## config.mk

```make
export PLATFORM = sky130hd
export DESIGN_NAME = sio_burst_sram
export DESIGN_NICKNAME = d
export VERILOG_FILES = /design/src/rtl/sio_burst_pkg.sv /design/src/rtl/sio_burst_ctrl.sv /design/src/rtl/sio_burst_datapath.sv /design/src/rtl/sio_burst_sram.sv
export SDC_FILE = /design/constraint.sdc
export NUM_CORES = 1
export LEC_CHECK = 0
export ABC_CLOCK_PERIOD_IN_PS = 2300
export BUFFER_PORTS_ARGS = -buffer_cell sky130_fd_sc_hd__buf_2
export CORE_MARGIN = 4
export CORE_UTILIZATION = 63
export CTS_CLUSTER_SIZE = 30
export DETAILED_ROUTE_END_ITERATION = 10
export PLACE_DENSITY_LB_ADDON = 0.15
export SLEW_MARGIN = 20
export SYNTH_ARGS = -nofsm -noshare
export SYNTH_HDL_FRONTEND = slang
export SYNTH_HIERARCHICAL = 1
export SYNTH_SLANG_ARGS = --single-unit
export TNS_END_PERCENT = 50
```

## constraint.sdc

```tcl
create_clock -name clk -period 2.3 [get_ports clk]
set_input_delay 0.23 -clock clk [delete_from_list [all_inputs] [get_ports clk]]
set_output_delay 0.23 -clock clk [all_outputs]
set_load 0.05 [all_outputs]
```

## src/rtl/sio_burst_pkg.sv

```systemverilog
package sio_burst_pkg;

  // Command accepted in the previous cycle; drives the alternation rule.
  typedef enum logic [1:0] {
    OP_IDLE  = 2'd0,
    OP_READ  = 2'd1,
    OP_WRITE = 2'd2
  } lastOp_e;

  // Strobes from the control block to the datapath, valid for one edge.
  typedef struct packed {
    logic cmdRd;     // read accepted at this edge
    logic cmdWr;     // write accepted at this edge
    logic capFirst;  // take beats 1 and 2 of the pending write
    logic capSecond; // take beats 3 and 4 and store the word
  } ctrlStrobe_t;

endpackage

```

## src/rtl/sio_burst_ctrl.sv

```systemverilog
module sio_burst_ctrl
  import sio_burst_pkg::*;
(
  input  logic        clk,
  input  logic        rstN,
  input  logic        rdSelN,
  input  logic        wrSelN,
  output ctrlStrobe_t strobe
);

  lastOp_e prevOp;
  logic    capFirstQ;
  logic    capSecondQ;
  logic    rdGo;
  logic    wrGo;

  // Read wins from idle; each select is blocked right after its own kind.
  always_comb begin
    rdGo = !rdSelN && (prevOp != OP_READ);
    wrGo = !wrSelN && (prevOp != OP_WRITE) && !rdGo;
  end

  always_ff @(posedge clk or negedge rstN) begin
    if (!rstN) begin
      prevOp     <= OP_IDLE;
      capFirstQ  <= 1'b0;
      capSecondQ <= 1'b0;
    end else begin
      if (rdGo)      prevOp <= OP_READ;
      else if (wrGo) prevOp <= OP_WRITE;
      else           prevOp <= OP_IDLE;
      capFirstQ  <= wrGo;
      capSecondQ <= capFirstQ;
    end
  end

  always_comb begin
    strobe.cmdRd     = rdGo;
    strobe.cmdWr     = wrGo;
    strobe.capFirst  = capFirstQ;
    strobe.capSecond = capSecondQ;
  end

  // at most one command per edge
  a_r1_single_cmd: assert property (@(posedge clk) disable iff (!rstN)
    $onehot0({strobe.cmdRd, strobe.cmdWr}));

  // no read is accepted in the cycle after a read
  a_r2_read_spacing: assert property (@(posedge clk) disable iff (!rstN)
    strobe.cmdRd |=> !strobe.cmdRd);

  // no write is accepted in the cycle after a write
  a_r3_write_spacing: assert property (@(posedge clk) disable iff (!rstN)
    strobe.cmdWr |=> !strobe.cmdWr);

  // the two capture strobes never overlap
  a_r4_capture_split: assert property (@(posedge clk) disable iff (!rstN)
    !(strobe.capFirst && strobe.capSecond));

endmodule

```

## src/rtl/sio_burst_datapath.sv

```systemverilog
module sio_burst_datapath
  import sio_burst_pkg::*;
#(
  parameter int ADDR_W = 4,
  parameter int BEAT_W = 8,
  parameter int RD_LAT = 2
) (
  input  logic              clk,
  input  logic              rstN,
  input  ctrlStrobe_t       strobe,
  input  logic [ADDR_W-1:0] addr,
  input  logic [BEAT_W-1:0] dinRise,
  input  logic [BEAT_W-1:0] dinFall,
  input  logic [1:0]        termMode,
  output logic [BEAT_W-1:0] qRise,
  output logic [BEAT_W-1:0] qFall,
  output logic              qDrive
);

  localparam int DEPTH = 1 << ADDR_W;
  localparam int BURST = 4;

  typedef logic [BEAT_W-1:0] beat_t;

  beat_t             memArr [DEPTH][BURST];
  logic [ADDR_W-1:0] wrAddrQ;
  beat_t             firstRise;
  beat_t             firstFall;

  logic [RD_LAT-1:0] rdVld;
  logic [ADDR_W-1:0] rdAddr [RD_LAT];
  logic              rdHead;
  logic [ADDR_W-1:0] headAddr;

  beat_t holdRise;
  beat_t holdFall;
  logic  secPend;
  logic  outLive;
  logic  idleDrive;

  // Write capture: address at the command, first half one edge later.
  always_ff @(posedge clk or negedge rstN) begin
    if (!rstN) begin
      wrAddrQ   <= '0;
      firstRise <= '0;
      firstFall <= '0;
    end else begin
      if (strobe.cmdWr)    wrAddrQ <= addr;
      if (strobe.capFirst) begin
        firstRise <= dinRise;
        firstFall <= dinFall;
      end
    end
  end

  // Storage: the whole burst lands when the second half arrives.
  always_ff @(posedge clk or negedge rstN) begin
    if (!rstN) begin
      for (int w = 0; w < DEPTH; w++) begin
        for (int b = 0; b < BURST; b++) begin
          memArr[w][b] <= '0;
        end
      end
    end else if (strobe.capSecond) begin
      memArr[wrAddrQ][0] <= firstRise;
      memArr[wrAddrQ][1] <= firstFall;
      memArr[wrAddrQ][2] <= dinRise;
      memArr[wrAddrQ][3] <= dinFall;
    end
  end

  // Read latency pipeline of valid and address.
  for (genvar gi = 0; gi < RD_LAT; gi++) begin : g_rdStage
    if (gi == 0) begin : g_head
      always_ff @(posedge clk or negedge rstN) begin
        if (!rstN) begin
          rdVld[gi]  <= 1'b0;
          rdAddr[gi] <= '0;
        end else begin
          rdVld[gi]  <= strobe.cmdRd;
          rdAddr[gi] <= strobe.cmdRd ? addr : rdAddr[gi];
        end
      end
    end else begin : g_tail
      always_ff @(posedge clk or negedge rstN) begin
        if (!rstN) begin
          rdVld[gi]  <= 1'b0;
          rdAddr[gi] <= '0;
        end else begin
          rdVld[gi]  <= rdVld[gi-1];
          rdAddr[gi] <= rdAddr[gi-1];
        end
      end
    end
  end

  always_comb begin
    rdHead    = rdVld[RD_LAT-1];
    headAddr  = rdAddr[RD_LAT-1];
    idleDrive = (termMode != 2'b00);
  end

  // Output lanes: first half, then held second half, else idle pattern.
  always_ff @(posedge clk or negedge rstN) begin
    if (!rstN) begin
      qRise    <= '0;
      qFall    <= '0;
      qDrive   <= 1'b0;
      holdRise <= '0;
      holdFall <= '0;
      secPend  <= 1'b0;
      outLive  <= 1'b0;
    end else begin
      outLive <= 1'b1;
      if (rdHead) begin
        qRise    <= memArr[headAddr][0];
        qFall    <= memArr[headAddr][1];
        holdRise <= memArr[headAddr][2];
        holdFall <= memArr[headAddr][3];
        qDrive   <= 1'b1;
        secPend  <= 1'b1;
      end else if (secPend) begin
        qRise   <= holdRise;
        qFall   <= holdFall;
        qDrive  <= 1'b1;
        secPend <= 1'b0;
      end else begin
        qRise  <= '0;
        qFall  <= '0;
        qDrive <= idleDrive;
      end
    end
  end

  // the cycle after a first half always carries the second half
  a_r5_second_half: assert property (@(posedge clk) disable iff (!rstN)
    rdHead |=> (qDrive && secPend));

  // a new burst never collides with a pending second half
  a_r6_no_overlap: assert property (@(posedge clk) disable iff (!rstN)
    rdHead |-> !secPend);

  // floating idle cycles only when the mode asked for it
  a_r8_float_idle: assert property (@(posedge clk) disable iff (!rstN)
    (outLive && ($past(termMode) == 2'b00) && !$past(rdHead) && !$past(secPend))
      |-> !qDrive);

  // a nonzero mode keeps the bus driven in every cycle
  a_r9_drive_low: assert property (@(posedge clk) disable iff (!rstN)
    (outLive && ($past(termMode) != 2'b00)) |-> qDrive);

endmodule

```

## src/rtl/sio_burst_sram.sv

```systemverilog
module sio_burst_sram
  import sio_burst_pkg::*;
#(
  parameter int ADDR_W = 4,
  parameter int BEAT_W = 8,
  parameter int RD_LAT = 2
) (
  input  logic              clk,
  input  logic              rstN,
  input  logic              rdSelN,
  input  logic              wrSelN,
  input  logic [ADDR_W-1:0] addr,
  input  logic [BEAT_W-1:0] dinRise,
  input  logic [BEAT_W-1:0] dinFall,
  input  logic [1:0]        termMode,
  output logic [BEAT_W-1:0] qRise,
  output logic [BEAT_W-1:0] qFall,
  output logic              qDrive
);

  ctrlStrobe_t strobe;

  sio_burst_ctrl ctrl_i (
    .clk    (clk),
    .rstN   (rstN),
    .rdSelN (rdSelN),
    .wrSelN (wrSelN),
    .strobe (strobe)
  );

  sio_burst_datapath #(
    .ADDR_W (ADDR_W),
    .BEAT_W (BEAT_W),
    .RD_LAT (RD_LAT)
  ) dp_i (
    .clk      (clk),
    .rstN     (rstN),
    .strobe   (strobe),
    .addr     (addr),
    .dinRise  (dinRise),
    .dinFall  (dinFall),
    .termMode (termMode),
    .qRise    (qRise),
    .qFall    (qFall),
    .qDrive   (qDrive)
  );

endmodule

```

# Word level (Yosys, flattened, before mapping)
# Cells that the tools add are included.
[word_totals]
reg_bits = 580
[op_classes]
n_eq_ne = 2
n_reduce_logical = 8
muxes = 24
n_lt_le_gt_ge = 3
bitwise = 2
[op_table]
columns = ["cell", "count"]
rows = [
  ["$bwmux W512", 4],
  ["$demux W32 S4", 4],
  ["$bmux W32 S4", 1],
  ["$mux W32", 3],
  ["$mux W8", 5],
  ["$mux W24", 1],
  ["$mux W16", 1],
  ["$ge A5 B5 Y1 const B", 2],
  ["$not A4 Y5", 2],
  ["$lt A5 B1 Y1 const B", 1],
  ["$logic_and A1 B1 Y1", 4],
  ["$mux W2", 2],
  ["$logic_not A1 Y1", 3],
  ["$mux W1", 3],
  ["$ne A2 B1 Y1 const B", 1],
  ["$ne A2 B2 Y1 const B", 1],
  ["$reduce_bool A2 Y1", 1],
]

# Logic depth before layout (Yosys ltp)
[depth]
depth_word = 9
mapped_depth = 7
ltp_nobuf = 4

# Cells and area by module
# Netlist, hierarchy kept.
[modules_own_cells]
columns = ["module", "area_each_um2", "n_inst", "seq_area_each_um2", "cells_per_inst"]
rows = [
  ["sio_burst_datapath", 25695.9, 1, 14413.8, 1654],
  ["sio_burst_ctrl", 152.6, 1, 75.1, 12],
]

# Worst setup path after synthesis
# Ideal clock, no wire load.
[synth_timing]
path_type = "register to register"
start = "reg dp_i.wrAddrQ[2]"
end = "reg dp_i/memArr[224] in the netlist's numbering"
synth_period_minus_slack_ns = 1.632
setup_ns = 0.125
setup_slack_ns = 0.668
path_buffers = 2
required_time_ns = 2.175
path_stages_with_launch = 6
arrival_time_ns = 1.506
path_cell_list = "dfrtp_1 > nand3b_1 > or3_1 > buf_6 > buf_12 > mux2_4"
[synth_via]
elab_chain_len = 6
elab_cells_between_ends = 13
cone_classes = "2 x order compare; 9 x mux; 1 x bitwise; 1 x reduce/logical"
[synth_lines]
columns = ["item", "line", "source"]
rows = [
  ["start, declared", "sio_burst_datapath.sv:26", "logic [ADDR_W-1:0] wrAddrQ;"],
  ["start signal, assigned", "sio_burst_datapath.sv:48", "if (strobe.cmdWr) wrAddrQ <= addr;"],
  ["$not A4 Y5 (implied by the code) (*)", "n/a", ""],
  ["$ge A5 B5 Y1 (implied by the code) (tied with other cells)", "sio_burst_datapath.sv:68", "memArr[wrAddrQ][3] <= dinFall;"],
  ["$logic_and A1 B1 Y1 (implied by the code) / $bwmux W512 (equally long branches)", "sio_burst_datapath.sv:68, sio_burst_datapath.sv:65", ""],
  ["$mux W8 (implied by the code) / $bwmux W512 (equally long branches)", "sio_burst_datapath.sv:68, sio_burst_datapath.sv:66", ""],
  ["$demux W32 S4 / $bwmux W512 (equally long branches)", "sio_burst_datapath.sv:68, sio_burst_datapath.sv:67", ""],
  ["$bwmux W512 (*)", "sio_burst_datapath.sv:68", ""],
  ["end signal, assigned by index", "sio_burst_datapath.sv:66", "memArr[wrAddrQ][1] <= firstFall;"],
  ["end signal, assigned by index", "sio_burst_datapath.sv:67", "memArr[wrAddrQ][2] <= dinRise;"],
  ["end signal, assigned by index", "sio_burst_datapath.sv:68", ""],
  ["end, declared", "sio_burst_datapath.sv:25", "beat_t memArr [DEPTH][BURST];"],
]
# Mark *: on every way between the ends. The rest lies on a longest branch, timed or not.
# A chain may end at the register's enable or synchronous reset.

# Worst setup path in the final report
[layout_timing]
start = "reg dp_i.rdAddr (netlist bit dp_i/headAddr[0])"
end = "reg dp_i.qRise[1]"
[layout_via]
elab_chain_len = 5
[layout_lines]
columns = ["item", "line", "source"]
rows = [
  ["start, declared", "sio_burst_datapath.sv:31", "logic [ADDR_W-1:0] rdAddr [RD_LAT];"],
  ["start signal, assigned by index", "sio_burst_datapath.sv:91", "rdAddr[gi] <= rdAddr[gi-1];"],
  ["$not A4 Y5 (implied by the code)", "sio_burst_datapath.sv:116", "qRise <= memArr[headAddr][0];"],
  ["$bmux W32 S4", "sio_burst_datapath.sv:116", ""],
  ["$mux W32 (implied by the code) (2 in a row)", "sio_burst_datapath.sv:116", ""],
  ["$mux W8", "sio_burst_datapath.sv:115", "if (rdHead) begin"],
  ["end signal, assigned", "sio_burst_datapath.sv:116", ""],
  ["end signal, assigned", "sio_burst_datapath.sv:123", "qRise <= holdRise;"],
  ["end, declared", "sio_burst_datapath.sv:15", "output logic [BEAT_W-1:0] qRise,"],
]
# No other way between the ends. The select of a mux whose other input is x is not followed.

==> results.md <==
- # DRC: 0
- Antenna Nets Post-Route: 0
- Wire per inst: approximately 27 microns
- Post-CTS Setup Bufs: 0
- Internal power: 27.12 mW
- Arr. time, crit path: between 2 and 2.5 ns
- Routed vias/inst: 6.461
- Cell Area, Synth: 25850 sq um
- Vias in the first global route: ~16000
- WHS Path Cells: 2
- Layout cells sized above 1: about half
- #FFs+latches synth: just under 600
- Worst VDD drop: ~0.78 mV
- CP max-delay cell: dfrtp_4
- Die Y: roughly 210 microns
- Max Clk Rate: between 500 and 600 MHz
- Row count: 73
- Initial DRC count: approximately 1200
- Worst r2r dst: dp_i/qRise[1]
- Final wirelength: 62.30 mm
- IO Port Bufs: 42
- Post-Syn Instances: between 1500 and 2000
- Minimum clock period: approximately 2 ns
- Worst path most repeated cell: buf_12
- Sw Ratio: 28.56%
- Area growth from synthesis to layout: 12.77%
- Hold Path Sink: dp_i/memArr[431]
- Initial antenna violation count: 1
- Core area: about 40000 sq um
- Fillers: ~2600
- RSZ-0062 raised after global routing: false
- Comb pwr share: a little over a quarter
- YS warnings: 6
- CTS resizes: 0
- Crit Path Class: register to register
- Critical Path Source Type: register
- Post-Syn Nets: 1692
- MaxCap Viol Count: 0
- Setup TNS: 0 ns
- Gr usage total: between 20% and 30%
- Req. time, crit path: ~2.8 ns
- GPL Wtd Cong: a little under 0.8
- Switch Pwr: around 11 mW
- Final WS setup: around 0.31 ns
- Crit Path Max Fanout: 22
- Post-Syn Area per Cell: 15.52 sq um
- First-pass GRT wire length: 96.50 mm
- Sequential power share: approximately 47%
- Clk pwr share: around a quarter
- DP HPWL: 35.84 mm
- Die X: about 210 microns
- Seq/Total Area, Yosys: 56.05%
- TritonCTS buffer count: 58
- R2r startpoint: dp_i/headAddr[0]
- Clock Skew: between 0.02 and 0.025 ns
- Vias post-DR: about 15000
- Status: finished, final reports clean
- Crit share post-route: between 80% and 90%
- Worst Min Path Start: dinRise[7]
- Initial Utilization: about 64%
- Die area: between 40000 and 50000 sq um
- CTS Sinks: ~580
- Worst reg2reg path depth: 5
- Htree depth: 2
- Design Power: approximately 38 mW
- Setup slack on the worst flop-to-flop path: 0.31 ns
- Max-slew violation count: 0
- Largest stage delay, worst path: 0.58 ns
- Final Hold Viols: 0
- Clock tree root buffer cell: clkbuf_16
- Worst slack, placed: about 0.3 ns
- Final core occ: approximately 73%
- Hold WS: between 0.1 and 0.15 ns
- Pwr/cell area: 1302 nW/um^2
- Leak: between 10 and 15 nW
- Netlist cell types: 34
- CP endpoint kind: register
- Slew at the pin closest to its max-slew limit: between 0.9 and 1 ns
- Clock Latency Late Sink: ~0.6 ns
- Worst-path clk slew: 0.06 ns
- Drt first pass iters: 5
- Setup violators final: 0
- Final Net Count: approximately 1700
- CTS tree: done
- Largest net degree at the start of global routing: between 60 and 70
- Worst-case clock buffer depth: 3
- HP Class: input pin to register
- Grt ovf: 0
- I/O pin count: 43
- Crit path cell chain: buf_12 -> buf_12 -> mux4_2 -> mux2i_1 -> o21ai_0
- Relative slew slack: about a third
final cells by class:
| class | count | area [sq um] | share of cell area [%] |
|---|---|---|---|
| Clock inverter | 18 | 247.7 | 0.8499 |
| Timing Repair Buffer | 129 | 1359 | 4.661 |
| Clock buffer | 87 | 1794 | 6.155 |
| Multi-Input combinational cell | 932 | 10570 | 36.26 |
| Antenna cell | 1 | 2.502 | 0.008584 |
| Sequential cell | 579 | 14500 | 49.73 |
| Tap cell | 525 | 656.9 | 2.253 |
| Inverter | 6 | 22.52 | 0.07726 |
kinds of logic (layout without fill, tap and decap cells):
| logic type | count (synthesis) | in the layout | share of synthesized area [%] |
|---|---|---|---|
| simple gates | 48 | 48 | 1.046 |
| flops | 579 | 579 | 56.05 |
| compound gates | 124 | 124 | 3.466 |
| buf+inv | 155 | 240 | 3.442 |
| other cells | 0 | 1 | 0 |
| mux | 760 | 760 | 35.99 |
cells in the mapped netlist, drive strengths merged:
cell    count  area share, %
o221ai      5           0.17
mux2      536             24
nor3b       1          0.048
and2        2          0.048
nand3b      4           0.12
o21ai      27           0.52
inv         6          0.087
nor2       12           0.17
and3        1          0.024
a22oi      59            1.7
or3         3          0.073
clkbuf     60           0.88
mux2i     160            6.2
nand2b      5           0.12
buf        89            2.5
or4         1          0.029
nor2b       5           0.16
o22ai       1          0.048
nand2       8           0.12
a21oi       5          0.097
nand3       6           0.14
a32oi      27           0.91
mux4       64            5.6
dfrtp     579             56
flip-flops by register name (all words and copies together), names as in the netlist:
name and count:
dp_i/holdFall 8, dp_i/secPend 1, dp_i/qRise 8, dp_i/headAddr 4, dp_i/firstFall 8, dp_i/qDrive 1
dp_i/holdRise 8, ctrl_i/capSecondQ 1, dp_i/rdAddr 4, dp_i/qFall 8, dp_i/firstRise 8, ctrl_i/prevOp 2
dp_i/rdVld 1, dp_i/memArr 512, dp_i/wrAddrQ 4, dp_i/rdHead 1
worst max-delay path by stage:
stage                                start          endpoint  slack [ns]  depth (start not counted)
after global routing      dp_i/headAddr[0]     dp_i/qRise[1]        0.18                          5
after detailed placement  dp_i/headAddr[0]     dp_i/qRise[1]        0.31                          5
after global placement    dp_i/headAddr[0]     dp_i/qFall[6]        0.32                          5
after floorplan            dp_i/wrAddrQ[2]  dp_i/memArr[224]        0.67                          5
final                     dp_i/headAddr[0]     dp_i/qRise[1]        0.31                          5
after CTS                 dp_i/headAddr[0]     dp_i/qRise[1]        0.30                          5
cell usage in the layout, fill, tap and decap left out, types with 6 or more instances in the layout:
cell type	n
dfrtp_1	576
mux2_2	475
mux2i_1	160
mux4_2	64
clkbuf_16	61
mux2_4	60
a22oi_1	59
buf_4	41
buf_2	41
buf_12	37
a32oi_1	27
o21ai_0	27
clkbuf_8	17
clkinv_2	10
nor2_4	10
clkbuf_1	9
dlygate4sd3_1	9
nand2_1	7
bufinv_16	6
inv_1	6
power by group through the flow:
stage	logic [mW]	clock network, mW	registers, mW
6_report	10.3	9.95	17.7
5_1_grt	11.1	10.6	18.3
4_1_cts	10.3	10.1	17.7
3_5_place_dp	10.3	0	17.8
3_3_place_gp	9.89	0	17.5
2_1_floorplan	7.97	0	17.0
layer usage:
metal	routed length (microns)	global-route usage, %
met1	27130	41.40
met2	30000	46.35
met3	3681	4.569
met4	1488	7.556
met5	0	0
stage by stage:
step / std cells / cell area (sq um)
finish: 2277 / 29150
global route: 2277 / 29150
CTS: 2276 / 29150
detailed placement: 2162 / 27020
global placement: 2162 / 27020
floorplan: 1666 / 25850
critical path, delay by kind of cell, from the launching register on:
family	cells	cell delay, ns
mux	2	0.66
flops	1	0.58
compound gates	1	0.10
buf+inv	2	0.46
what timing repair did:
| action | in CTS | in global routing |
|---|---|---|
| endpoints found under the hold margin | 58 | 0 |
| hold buffers | 9 | 0 |
| setup endpoints to repair | 0 | 0 |
(Power assumes the default switching activity.)
